<file path="config.mk">
export PLATFORM = sky130hd
export DESIGN_NAME = dacfe_top
export DESIGN_NICKNAME = d
export VERILOG_FILES = /design/src/rtl/dacfe_pkg.sv /design/src/rtl/dacfe_sync.sv /design/src/rtl/dacfe_edge.sv /design/src/rtl/dacfe_shift.sv /design/src/rtl/dacfe_hold.sv /design/src/rtl/dacfe_top.sv
export SDC_FILE = /design/constraint.sdc
export NUM_CORES = 1
export LEC_CHECK = 0
export CELL_PAD_IN_SITES_DETAIL_PLACEMENT = 2
export CELL_PAD_IN_SITES_GLOBAL_PLACEMENT = 2
export CORE_UTILIZATION = 41
export CTS_CLUSTER_DIAMETER = 120
export DETAILED_ROUTE_END_ITERATION = 7
export GPL_ROUTABILITY_DRIVEN = 0
export PLACE_DENSITY_LB_ADDON = 0.25
export SYNTH_ARGS = -nofsm -noshare
export SYNTH_HDL_FRONTEND = slang
export SYNTH_SLANG_ARGS = --single-unit
</file>
<file path="constraint.sdc">
create_clock -name clk -period 2 [get_ports clk]
set_input_delay 0.4 -clock clk [delete_from_list [all_inputs] [get_ports clk]]
set_output_delay 0.4 -clock clk [all_outputs]
set_load 0.01 [all_outputs]
</file>
<file path="src/rtl/dacfe_pkg.sv">
package dacfe_pkg;

    // Pin bit positions inside the synchronizer vector
    localparam int PIN_SCLK  = 0;
    localparam int PIN_SDI   = 1;
    localparam int PIN_CSN   = 2;
    localparam int PIN_COUNT = 3;

    // Idle pin levels: select high, clock and data low
    localparam logic [PIN_COUNT-1:0] PIN_IDLE = 3'b100;

    // Events decoded from synchronized pins, valid for one system cycle
    typedef struct packed {
        logic shift;
        logic load;
    } dacfe_evt_t;

endpackage

</file>
<file path="src/rtl/dacfe_sync.sv">
module dacfe_sync #(
    parameter int             WIDTH   = 3,
    parameter int             STAGES  = 2,
    parameter logic [WIDTH-1:0] RST_VAL = '0
) (
    input  logic             clk,
    input  logic             rst_n,
    input  logic [WIDTH-1:0] pins_i,
    output logic [WIDTH-1:0] pins_s_o
);

    typedef struct packed {
        logic [STAGES-1:0][WIDTH-1:0] chain;
    } sync_state_t;

    sync_state_t state_d, state_q;

    always_comb begin
        state_d = state_q;
        state_d.chain[0] = pins_i;
        for (int s = 1; s < STAGES; s++) begin
            state_d.chain[s] = state_q.chain[s-1];
        end
    end

    always_ff @(posedge clk or negedge rst_n) begin
        if (!rst_n) begin
            for (int s = 0; s < STAGES; s++) begin
                state_q.chain[s] <= RST_VAL;
            end
        end else begin
            state_q <= state_d;
        end
    end

    assign pins_s_o = state_q.chain[STAGES-1];

endmodule

</file>
<file path="src/rtl/dacfe_edge.sv">
module dacfe_edge
    import dacfe_pkg::*;
(
    input  logic       clk,
    input  logic       rst_n,
    input  logic       sclk_s_i,
    input  logic       csn_s_i,
    output dacfe_evt_t evt_o
);

    typedef struct packed {
        logic gclk_prev;
        logic csn_prev;
    } edge_state_t;

    edge_state_t state_d, state_q;
    logic        gclk;

    // Gated shift clock: serial clock only counts while select is low
    assign gclk = sclk_s_i & ~csn_s_i;

    always_comb begin
        state_d           = state_q;
        state_d.gclk_prev = gclk;
        state_d.csn_prev  = csn_s_i;
        evt_o.shift       = gclk & ~state_q.gclk_prev;
        evt_o.load        = csn_s_i & ~state_q.csn_prev;
    end

    always_ff @(posedge clk or negedge rst_n) begin
        if (!rst_n) begin
            state_q.gclk_prev <= 1'b0;
            state_q.csn_prev  <= 1'b1;
        end else begin
            state_q <= state_d;
        end
    end

endmodule

</file>
<file path="src/rtl/dacfe_shift.sv">
module dacfe_shift #(
    parameter int CODE_W = 12
) (
    input  logic              clk,
    input  logic              rst_n,
    input  logic              shift_i,
    input  logic              sdi_s_i,
    output logic [CODE_W-1:0] word_o,
    output logic              sdo_o
);

    typedef struct packed {
        logic [CODE_W-1:0] sr;
    } shift_state_t;

    shift_state_t state_d, state_q;

    always_comb begin
        state_d = state_q;
        if (shift_i) begin
            state_d.sr = {state_q.sr[CODE_W-2:0], sdi_s_i};
        end
    end

    always_ff @(posedge clk or negedge rst_n) begin
        if (!rst_n) begin
            state_q.sr <= '0;
        end else begin
            state_q <= state_d;
        end
    end

    assign word_o = state_q.sr;
    assign sdo_o  = state_q.sr[CODE_W-1];

endmodule

</file>
<file path="src/rtl/dacfe_hold.sv">
module dacfe_hold #(
    parameter int CODE_W = 12
) (
    input  logic              clk,
    input  logic              rst_n,
    input  logic              load_i,
    input  logic [CODE_W-1:0] word_i,
    output logic [CODE_W-1:0] code_o,
    output logic              stb_o
);

    typedef struct packed {
        logic [CODE_W-1:0] code;
        logic              stb;
    } hold_state_t;

    hold_state_t state_d, state_q;

    always_comb begin
        state_d     = state_q;
        state_d.stb = load_i;
        if (load_i) begin
            state_d.code = word_i;
        end
    end

    always_ff @(posedge clk or negedge rst_n) begin
        if (!rst_n) begin
            state_q.code <= '0;
            state_q.stb  <= 1'b0;
        end else begin
            state_q <= state_d;
        end
    end

    assign code_o = state_q.code;
    assign stb_o  = state_q.stb;

endmodule

</file>
<file path="src/rtl/dacfe_top.sv">
module dacfe_top
    import dacfe_pkg::*;
#(
    parameter int CODE_W      = 12,
    parameter int SYNC_STAGES = 2
) (
    input  logic              clk,
    input  logic              rst_n,
    input  logic              sclk_i,
    input  logic              sdi_i,
    input  logic              csn_i,
    output logic              sdo_o,
    output logic [CODE_W-1:0] dac_code_o,
    output logic              upd_stb_o
);

    logic [PIN_COUNT-1:0] pins_raw;
    logic [PIN_COUNT-1:0] pins_s;
    logic                 sclk_s;
    logic                 sdi_s;
    logic                 csn_s;
    dacfe_evt_t           evt;
    logic                 shift_pulse;
    logic                 load_pulse;
    logic [CODE_W-1:0]    shift_word;

    always_comb begin
        pins_raw           = '0;
        pins_raw[PIN_SCLK] = sclk_i;
        pins_raw[PIN_SDI]  = sdi_i;
        pins_raw[PIN_CSN]  = csn_i;
    end

    dacfe_sync #(
        .WIDTH   (PIN_COUNT),
        .STAGES  (SYNC_STAGES),
        .RST_VAL (PIN_IDLE)
    ) u_sync (
        .clk      (clk),
        .rst_n    (rst_n),
        .pins_i   (pins_raw),
        .pins_s_o (pins_s)
    );

    assign sclk_s = pins_s[PIN_SCLK];
    assign sdi_s  = pins_s[PIN_SDI];
    assign csn_s  = pins_s[PIN_CSN];

    dacfe_edge u_edge (
        .clk      (clk),
        .rst_n    (rst_n),
        .sclk_s_i (sclk_s),
        .csn_s_i  (csn_s),
        .evt_o    (evt)
    );

    assign shift_pulse = evt.shift;
    assign load_pulse  = evt.load;

    dacfe_shift #(
        .CODE_W (CODE_W)
    ) u_shift (
        .clk     (clk),
        .rst_n   (rst_n),
        .shift_i (shift_pulse),
        .sdi_s_i (sdi_s),
        .word_o  (shift_word),
        .sdo_o   (sdo_o)
    );

    dacfe_hold #(
        .CODE_W (CODE_W)
    ) u_hold (
        .clk    (clk),
        .rst_n  (rst_n),
        .load_i (load_pulse),
        .word_i (shift_word),
        .code_o (dac_code_o),
        .stb_o  (upd_stb_o)
    );

endmodule

</file>
==> results.txt <==
The die area came out at 0.00314 mm^2. The portion of the clock cycle consumed by the worst path in the final layout came out at approximately 83%. The overall power of the completed layout is around 2 mW. The count of distinct cell types in the synthesized netlist came out at 9. The post-detailed-routing wire length came out at 1840 um. The antenna diode count is 0. The upper clock frequency limit came out at about 0.6 GHz.

The HPWL reported at the end of detailed placement came out at around 1200 um. The number of nets in the layout came out at 92. The synthesized area divided by synthesized cell count is around 19 um^2.

VDD sags by at most 769 uV. The wire length per cell after detailed routing is 15.4 um. Setup repair after global routing left no endpoint under its margin. The critical path goes through clkdlybuf4s50_1. The critical path is of the reg -> out type. The detail route stage leaves a number of antenna-violating nets equal to 0. The CTS tree is done. Global routing finished with a remaining overflow of 0. The worst path required time came out at 1600 ps. The number of clock buffers inserted by TritonCTS came out at 5.

STA classifies the critical path endpoint as an output port. After synthesis the cells add up to between 0.001 and 0.0015 mm^2. The net count after synthesis is 68. Setup violations remaining at the end of the flow were counted as 0.

The average vias per placed instance came out at 4.97. The vertical extent of the die came out at 56.0 um. In the synthesized netlist, the number of instances is 63. The leakage power figure is 0.675 nW. The minimum period implied by the final worst setup slack came out at about 1700 ps. The number of buffers and inverters on the critical path is 1.

For the pin with the worst max-slew slack, the measured transition is around 580 ps. The via total after detailed routing came out at about 590. sky130_fd_sc_hd__dfrtp_1 is the most common cell in the netlist.

Among all flip-flop cells after synthesis, the most frequent one is sky130_fd_sc_hd__dfrtp_1. The remaining routing DRC violations came out at 0. The setup TNS came out at 0 ps. The top cell type by total area after synthesis is sky130_fd_sc_hd__dfrtp_1. The number of H-tree branching levels is 2. The top cell type by area accounts for 62.8% of the synthesized area.

The min-delay analysis places its worst path in the category reg -> reg. The number of antenna violations at the first check in global routing came to 0. The clock-pin transition on the worst setup and hold timing paths is approximately 90 ps. The pin count of the biggest net entering global routing is 34. The total count of max-transition violations in the final report is 0. Grouping stages by cell kind, the critical path spends the most delay in buffers and inverters. CTS placed an instance of sky130_fd_sc_hd__clkbuf_4 at the clock tree root. On the worst path, the slowest cell contributes a delay of 550 ps. The effective utilization at floorplan is a little over two fifths. The layout-stage area growth over the synthesis result came out at 22.0%. The count of hold buffers inserted by post-cts repair is 0. Post-CTS timing repair inserted 0 buffers for setup. The number of gates given a new drive strength after cts came out at 0. The placeable core region came out at between 0.002 and 0.003 mm^2. In this run the horizontal extent of the chip is 56.0 um. The maximum number of buffers from clock root to sink came out at 2.

The number of design-rule violations left by the first detailed-router iteration is 1. The number of warnings reported in the yosys synthesis log came out at 0. Yosys mapped a number of flops with a built-in enable equal to 0. The critical path data arrival time is about 1300 ps. The number of ports placed on the die boundary came out at 19. The number of global-route vias before repair came out at approximately 660. The post-synthesis register bit count came out at 33. In the synthesized netlist, the cells that appear most often are sky130_fd_sc_hd__dfrtp_1, sky130_fd_sc_hd__mux2_2, sky130_fd_sc_hd__mux2_4.

The max-capacitance violation count is 0. Of the cells placed in the final design, the portion with a size suffix greater than 1 is between 40% and 50%. The worst setup path is launched from a flop. The power per cell area came out at 1370 mW/mm^2. The total number of clock tree sinks is 33. Of all flip-flops after synthesis, the portion carrying an async set or reset was between 90% and 100%.

The share of the yosys chip area belonging to registers is ~69%. The number of hold-slack violations in the final timing report came out at 0. Row generation in the floorplan step produced 19 rows. The number of search-and-repair iterations in the first detailed-routing pass is 2. Buffers placed on the I/O ports in this run total 18. By area the synthesized netlist is led by sky130_fd_sc_hd__dfrtp_1, sky130_fd_sc_hd__mux2_2, sky130_fd_sc_hd__mux2_4. The relative max-transition margin is between 60% and 70%. The clock latency at the later pin of the worst-skew pair came out at 330 ps. The wire length of the first global-routing pass came out at between 3000 and 4000 um. The run finished with clean final reports. The largest fanout on the critical path is 3.

On the critical path, the stage with the largest delay is an instance of sky130_fd_sc_hd__clkdlybuf4s50_1. The aggregate global-route resource usage came out at ~14%. The clock tree skew after final layout is between 10 and 15 ps.
[area by class of cell]
type / instances / area (um^2)
repair buffers: 19 / 188
well taps: 31 / 38.8
multi-input cells: 27 / 340
clock buffers: 8 / 58.8
inverters: 1 / 3.75
fillers: 259 / 1300
flip-flops and latches: 33 / 830
[cell families after synthesis]
family,count (synthesis),share of synthesized area (%)
buffers and inverters,3,2.20
and+or+nand+nor,3,3.03
muxes,24,25.4
DFF,33,69.4
[routing by layer]
| layer | up-vias | track usage [%] | wire length, um |
|---|---|---|---|
| li1 | 262 | - | - |
| met1 | 308 | 16.9 | 817 |
| met2 | 17 | 21.1 | 896 |
| met3 | 4 | 7.21 | 101 |
| met4 | 0 | 7.32 | 21 |
| met5 | - | 0 | 0 |
[cells in the final DEF, fill, tap and decap left out]
master / Yosys / layout
sky130_fd_sc_hd__and2b_2: 1 / 1
sky130_fd_sc_hd__mux2_2: 15 / 15
sky130_fd_sc_hd__buf_4: 0 / 1
sky130_fd_sc_hd__clkbuf_1: 0 / 2
sky130_fd_sc_hd__clkdlybuf4s50_1: 0 / 18
sky130_fd_sc_hd__clkbuf_8: 0 / 1
sky130_fd_sc_hd__mux2_4: 9 / 9
sky130_fd_sc_hd__nor3b_4: 1 / 1
sky130_fd_sc_hd__dfrtp_1: 30 / 30
sky130_fd_sc_hd__nand2b_2: 1 / 1
sky130_fd_sc_hd__inv_1: 1 / 1
sky130_fd_sc_hd__dfstp_2: 3 / 3
sky130_fd_sc_hd__clkbuf_4: 0 / 5
[registers in the layout, summed over array words and instances (netlist names)]
register / flops
u_edge.state_q: 2
u_sync.state_d: 3
u_shift.word_o: 12
u_hold.code_o: 12
u_sync.pins_s_o: 3
u_hold.stb_o: 1
[metrics by stage]
stage	util [%]	std cells	hold WS [ps]	instance area [um^2]	setup slack, ps
5_1_grt	52.9	119	363	1460	271
4_1_cts	52.9	119	362	1460	314
3_3_place_gp	50.8	111	333	1400	589
2_1_floorplan	-	63	104	1200	778
3_5_place_dp	50.8	111	346	1400	541
6_report	52.9	119	361	1460	339
[where the power goes]
| part | leakage [nW] | internal [mW] | switching, mW |
|---|---|---|---|
| clock | 0.0326 | 0.173 | 0.209 |
| combinational | 0.238 | 0.413 | 0.173 |
| sequential | 0.405 | 0.889 | 0.144 |
| total | 0.675 | 1.47 | 0.525 |
[path summary, 6_finish.rpt]
check / from / end / slack [ps] / cells after the start
max: u_shift.word_o[11]$_DFFE_PN0P_ / sdo_o / 340 / 1
min: u_sync.state_d[5]$_DFF_PN1_ / u_sync.pins_s_o[2]$_DFF_PN1_ / 360 / 0
max reg2reg: u_edge.state_q[1]$_DFF_PN0_ / u_shift.word_o[8]$_DFFE_PN0P_ / 560 / 2
min reg2reg: u_sync.state_d[5]$_DFF_PN1_ / u_sync.pins_s_o[2]$_DFF_PN1_ / 360 / 0
max in group asynchronous: rst_n / u_edge.state_q[0]$_DFF_PN1_ / 1190 / 2
min in group asynchronous: rst_n / u_hold.code_o[6]$_DFFE_PN0P_ / 470 / 2
Note: power is estimated with default switching activity, not from simulation.
